===== src/rtl/rob.sv =====
module rob #(
  parameter int DEPTH       = 8,
  parameter int DATA_W      = 32,
  parameter int DEST_W      = 5,
  parameter int KIND_W      = 2,
  parameter int BRANCH_KIND = 3,
  localparam int TAG_W      = $clog2(DEPTH),
  localparam int CNT_W      = $clog2(DEPTH + 1)
) (
  input  logic              clk,
  input  logic              rst_n,
  input  logic              iss_valid,
  input  logic [KIND_W-1:0] iss_kind,
  input  logic [DEST_W-1:0] iss_dest,
  output logic              iss_ready,
  output logic [TAG_W-1:0]  iss_tag,
  output logic              full,
  input  logic              cmp_valid,
  input  logic [TAG_W-1:0]  cmp_tag,
  input  logic [DATA_W-1:0] cmp_value,
  input  logic              cmp_exc,
  input  logic              cmp_mispred,
  output logic              ret_valid,
  output logic [TAG_W-1:0]  ret_tag,
  output logic [KIND_W-1:0] ret_kind,
  output logic [DEST_W-1:0] ret_dest,
  output logic [DATA_W-1:0] ret_value,
  output logic              flush,
  output logic              flush_exc,
  output logic [TAG_W-1:0]  flush_tag
);

  logic [DEPTH-1:0]  busy, done, exc, mis;
  logic [KIND_W-1:0] kind_q [DEPTH];
  logic [DEST_W-1:0] dest_q [DEPTH];
  logic [DATA_W-1:0] val_q  [DEPTH];
  logic [TAG_W-1:0]  head, tail;
  logic [CNT_W-1:0]  cnt;

  function automatic logic [TAG_W-1:0] nxt(input logic [TAG_W-1:0] p);
    return (int'(p) == DEPTH - 1) ? '0 : p + 1'b1;
  endfunction

  logic head_done, mis_flush, alloc, cmp_ok;

  assign head_done = busy[head] && done[head];
  assign flush_exc = head_done && exc[head];
  assign ret_valid = head_done && !exc[head];
  assign mis_flush = ret_valid && mis[head] && (int'(kind_q[head]) == BRANCH_KIND);
  assign flush     = flush_exc || mis_flush;
  assign full      = (cnt == CNT_W'(DEPTH));
  assign iss_ready = !full && !flush;
  assign iss_tag   = tail;
  assign flush_tag = head;
  assign ret_tag   = head;
  assign ret_kind  = kind_q[head];
  assign ret_dest  = dest_q[head];
  assign ret_value = val_q[head];
  assign alloc     = iss_valid && iss_ready;
  assign cmp_ok    = cmp_valid && (int'(cmp_tag) < DEPTH) && busy[cmp_tag];

  always_ff @(posedge clk) begin
    if (!rst_n) begin
      busy <= '0;
      done <= '0;
      exc  <= '0;
      mis  <= '0;
      head <= '0;
      tail <= '0;
      cnt  <= '0;
    end else begin
      if (cmp_ok) begin
        done[cmp_tag]  <= 1'b1;
        exc[cmp_tag]   <= cmp_exc;
        mis[cmp_tag]   <= cmp_mispred;
        val_q[cmp_tag] <= cmp_value;
      end
      if (flush) begin
        busy <= '0;
        cnt  <= '0;
        if (mis_flush) begin
          head <= nxt(head);
          tail <= nxt(head);
        end else begin
          tail <= head;
        end
      end else begin
        if (alloc) begin
          busy[tail]   <= 1'b1;
          done[tail]   <= 1'b0;
          exc[tail]    <= 1'b0;
          mis[tail]    <= 1'b0;
          kind_q[tail] <= iss_kind;
          dest_q[tail] <= iss_dest;
          tail         <= nxt(tail);
        end
        if (ret_valid) begin
          busy[head] <= 1'b0;
          head       <= nxt(head);
        end
        cnt <= cnt + CNT_W'(alloc) - CNT_W'(ret_valid);
      end
    end
  end

  a_r3_no_overflow: assert property (@(posedge clk) disable iff (!rst_n)
    cnt <= CNT_W'(DEPTH));

  a_r3_count_matches_busy: assert property (@(posedge clk) disable iff (!rst_n)
    CNT_W'($countones(busy)) == cnt);

  a_r5_head_steps_once: assert property (@(posedge clk) disable iff (!rst_n)
    ret_valid |=> head == nxt($past(head)));

  a_r7_flush_empties: assert property (@(posedge clk) disable iff (!rst_n)
    flush |=> (cnt == '0) && (busy == '0));

  a_r7_tail_rewinds: assert property (@(posedge clk) disable iff (!rst_n)
    flush_exc |=> tail == $past(head));

  a_r8_tail_past_branch: assert property (@(posedge clk) disable iff (!rst_n)
    (flush && !flush_exc) |=> tail == nxt($past(head)));

endmodule


===== config.mk =====
export PLATFORM = sky130hd
export DESIGN_NAME = rob
export DESIGN_NICKNAME = d
export VERILOG_FILES = /design/src/rtl/rob.sv
export SDC_FILE = /design/constraint.sdc
export NUM_CORES = 1
export LEC_CHECK = 0
export BUFFER_PORTS_ARGS = -buffer_cell sky130_fd_sc_hd__buf_2
export CAP_MARGIN = 10
export CORE_ASPECT_RATIO = 1.4
export CORE_MARGIN = 2
export CORE_UTILIZATION = 51
export DETAILED_ROUTE_END_ITERATION = 6
export GPL_ROUTABILITY_DRIVEN = 1
export PLACE_DENSITY = 0.78
export SETUP_SLACK_MARGIN = 0.15
export SYNTH_ARGS = -nofsm -noshare
export SYNTH_HDL_FRONTEND = slang
export SYNTH_SLANG_ARGS = --single-unit

===== constraint.sdc =====
create_clock -name clk -period 3.2 [get_ports clk]
set_input_delay 0.16 -clock clk [delete_from_list [all_inputs] [get_ports clk]]
set_output_delay 0.16 -clock clk [all_outputs]
set_load 0.02 [all_outputs]

==> results_tabular.tex <==
\begin{tabular}{lr}
\hline
Metric & Value \\
\hline
\multicolumn{2}{l}{\textbf{STA}} \\
\quad Final setup vio count & 0 \\
\quad Final cycle utilization of the critical path & 90.9\% \\
\quad Min Hold Slack & 0.0430 ns \\
\quad Actual slew at the worst max-slew pin & 0.840 ns \\
\quad Clock period minus final worst setup slack & 2.91 ns \\
\quad Max Fclk & 344 MHz \\
\quad Worst-case clock skew & 0.0237 ns \\
\quad Post-Route Setup TNS & 0 ns \\
\quad Setup WS post-layout & 0.292 ns \\
\quad Count of final hold-check violations & 0 \\
\quad RSZ-0062 raised after global routing & no \\
\quad Number of slew-limit violations in the final report & 0 \\
\quad Worst max-slew margin expressed relative to the limit & 44.0\% \\
\multicolumn{2}{l}{\textbf{Clock tree}} \\
\quad Maximum number of buffers from clock root to sink & 3 \\
\quad Number of buffers added by the clock tree synthesis step & 35 \\
\quad Clk Tree Root Cell & clkbuf\_16 \\
\quad Clock sink total & 357 \\
\quad Number of H-tree levels & 2 \\
\quad CTS tree & done \\
\quad Post\_cts resized & 0 \\
\quad Clock-pin slew on the worst setup and hold paths & 0.06 ns \\
\quad Later-pin clock latency in the skew report & 0.52 ns \\
\multicolumn{2}{l}{\textbf{Synthesis}} \\
\quad Synth Area in Compound Gates & 1.36\% \\
\quad Async SR Flop Fraction & 0\% \\
\quad Adder-cell share of the synthesized area & 0.945\% \\
\quad Post-synthesis instance area & 14000 sq um \\
\quad Post-Synth XOR/XNOR Area & 0.125\% \\
\quad Portion of netlist area occupied by mux cells & 17.8\% \\
\quad Synthesized area per cell & 19.9 sq um \\
\quad EDFF count, synth & 312 \\
\quad Distinct cells, synth & 48 \\
\quad Register bit count reported by yosys & 357 \\
\quad Simple-gate portion of the synthesized area & 5.22\% \\
\quad Syn Nets & 763 \\
\quad Yosys warning total & 0 \\
\quad Sequential fraction of the synthesis area & 73.2\% \\
\quad Top FF cell, synth & edfxtp\_1 \\
\quad Dominant combinational cell family by area after synthesis & multiplexers \\
\quad Post-Syn Instances & 705 \\
\multicolumn{2}{l}{\textbf{Routing}} \\
\quad DR DRC count & 0 \\
\quad Count of routing violations after the opening detailed-route iteration & 391 \\
\quad DRT Wirelength & 27.0 mm \\
\quad Antenna-violating nets left & 0 \\
\quad Wirelength per Cell & 21.3 um \\
\quad First-pass DRT Iterations & 7 \\
\quad DR vias/cell & 5.60 \\
\quad Vias & 7096 \\
\multicolumn{2}{l}{\textbf{Min path}} \\
\quad Hold Crit Class & input port to flip-flop \\
\quad Hold Path Stages & 3 \\
\quad Capture endpoint of the worst hold path & flush\_tag[1] \\
\quad Worst Hold Launch & rst\_n \\
\multicolumn{2}{l}{\textbf{Critical path}} \\
\quad RR Startpoint & flush\_tag[1] \\
\quad End of the worst register-to-register path & cnt[2] \\
\quad Endpoint required time on the critical path & 3.58 ns \\
\quad Signal arrival time at the worst endpoint & 3.29 ns \\
\quad Crit path max fanout & 12 \\
\quad Capturing element type of the critical path & flip-flop \\
\quad Element type at the critical path start & flip-flop \\
\quad Worst setup slack for register-to-register paths & 0.29 ns \\
\quad Worst Setup Path Type & flip-flop to flip-flop \\
\quad Depth of the most critical reg-to-reg path & 12 \\
\multicolumn{2}{l}{\textbf{Layout}} \\
\quad Diodes inserted & 0 \\
\quad Count of filler cells inserted in the layout & 1958 \\
\quad Post-route cell area & 16600 sq um \\
\quad Reg area & 10300 sq um \\
\quad Area grow syn2layout & 18.6\% \\
\quad Fraction of final layout cells sized beyond drive strength 1 & 38.6\% \\
\quad Multi-input gate area in the final layout & 3660 sq um \\
\quad \# nets final & 936 \\
\multicolumn{2}{l}{\textbf{Power}} \\
\quad Power density normalized to cell area & 605 nW/um\^{}2 \\
\quad Peak supply drop & 0.000465 V \\
\quad P\_leak & 5.51 nW \\
\multicolumn{2}{l}{\textbf{Place}} \\
\quad Port buffer count & 100 \\
\quad Placement Setup Slack & 0.238 ns \\
\quad RePlAce Congestion & 0.861 \\
\quad Post-place instance area & 15200 sq um \\
\quad Sum of net half-perimeters after detailed placement & 15.8 mm \\
\multicolumn{2}{l}{\textbf{Global route}} \\
\quad Vias in the first global route & 7422 \\
\quad GRT Util Overall & 18.9\% \\
\quad Initial antenna violation count & 0 \\
\quad Total congestion overflow after global routing & 0 \\
\quad First-pass GRT wire length & 41.9 mm \\
\quad Maximum number of pins on one net before global-route repair & 43 \\
\multicolumn{2}{l}{\textbf{Die}} \\
\quad Vert. Die Dim & 200 um \\
\quad Width of the die & 144 um \\
\quad Row Count & 71 \\
\quad \# IOs & 101 \\
\quad Core ar. & 27000 sq um \\
\quad Die area & 28900 sq um \\
\quad Starting density of the core & 52.0\% \\
\multicolumn{2}{l}{\textbf{Status}} \\
\quad Result of the run & finished clean \\
\multicolumn{2}{l}{\textbf{Job}} \\
\quad Count of max-cap constraint violations & 0 \\
\hline
\end{tabular}
[report_power, final]
part | switching [W] | total (W) | internal [W]
sequential | 0.0000721 | 0.00521 | 0.00514
combinational | 0.000573 | 0.00109 | 0.000522
clock | 0.00166 | 0.00377 | 0.00210
[metal layers]
layer  global-route usage [%]  part of all wire [%]
met1                     24.6                    41
met2                     32.3                    51
met4                     5.76                   2.6
met5                        0                     0
met3                     3.66                   5.4
[cell type report]
| class | count | area share [%] |
|---|---|---|
| clock buffer | 45 | 5.67 |
| clock inverter | 17 | 0.639 |
| inverter | 11 | 0.248 |
| multi-input combinational | 301 | 22.0 |
| sequential | 357 | 61.8 |
| tap | 365 | 2.74 |
| timing repair buffer | 172 | 6.91 |
[synth_stat cells, types with 2 or more instances]
cell type	n	area, sq um
nor3_1	20	100
nor4b_2	3	45.0
xor2_1	2	17.5
o21ai_0	5	25.0
buf_2	3	15.0
nor3b_1	2	15.0
nand2_1	11	41.3
o221a_2	6	67.6
inv_1	10	37.5
nand3b_1	6	45.0
dfxtp_1	45	901
buf_1	9	33.8
nor2_1	31	116
a221oi_2	2	30.0
nand2b_1	9	56.3
or2_2	3	18.8
and3_1	7	43.8
mux4_2	82	1850
mux2i_1	15	150
nor2b_1	5	31.3
nand4b_1	2	17.5
nand4_1	3	18.8
buf_4	3	22.5
nor4_2	2	25.0
or4_4	2	22.5
a21oi_1	2	10.0
ha_1	9	113
nand3_1	9	45.0
mux2_2	44	495
clkbuf_1	20	75.1
and2_1	5	31.3
edfxtp_1	312	9370
[flip-flops by register name (all words and copies together), names as in the netlist, named ones only]
name       cells
busy           8
iss_tag        3
flush_tag      3
done           8
exc            8
dest_q        40
kind_q        16
cnt            4
mis            8
val_q        256
[how the worst max path moves through the flow]
stage / slack (ns) / startpoint / depth (start not counted) / to
3_3_place_gp: 0.28 / flush_tag[1] / 12 / cnt[2]
4_1_cts: 0.22 / flush_tag[1] / 12 / cnt[2]
2_1_floorplan: 0.08 / flush_tag[1] / 15 / cnt[2]
5_1_grt: 0.17 / flip-flop / 4 / ret_value[21]
3_5_place_dp: 0.24 / flush_tag[1] / 12 / cnt[2]
6_report: 0.29 / flush_tag[1] / 12 / cnt[2]
[per-stage QoR]
stage	instances	power (W)	utilization, %
6_report	1268	0.0101	61.6
5_1_grt	1268	0.0104	61.6
4_1_cts	1267	0.0102	61.6
3_5_place_dp	1166	0.00638	56.3
3_3_place_gp	1166	0.00636	56.3
2_1_floorplan	705	0.00607	-
[logic make-up (layout without fill, tap and decap cells)]
family                   after synthesis  after routing
flip-flops                           357            357
multiplexers                         141            141
AND/OR/NAND/NOR                      126            126
buffers and inverters                 47            245
AO/OA/AOI/OAI                         22             22
adder cells (fa/ha/maj)               10             10
XOR/XNOR                               2              2
[timing repair]
| item | 4_1_cts | 5_1_grt |
|---|---|---|
| setup endpoints to repair | 0 | 2 |
| setup buffers | 0 | 1 |
| hold buffers | 39 | 0 |
| hold endpoints to repair | 312 | 0 |
[cell usage in the layout (no fill, tap or decap), types with 8 or more instances in the layout]
cell type,instances
nand2b_1,8
buf_4,31
clkbuf_16,36
buf_2,100
mux2_2,41
mux2i_1,15
nand2_1,11
dlygate4sd3_1,39
clkbuf_1,8
mux4_2,82
dfxtp_1,41
nor2_1,27
nor3_1,18
nand3_1,9
edfxtp_1,312
inv_1,8
[critical path, stage by stage (launching register included)]
cell and delay [ns]:
dfxtp_4 0.44, mux4_2 0.52, mux2_4 0.27, and3_4 0.19
o21a_1 0.21, nand2b_4 0.16, ha_4 0.22, inv_2 0.06
ha_4 0.12, inv_2 0.03, fa_1 0.37, xor2_1 0.14
nor2_1 0.05
(Power assumes the default switching activity.)
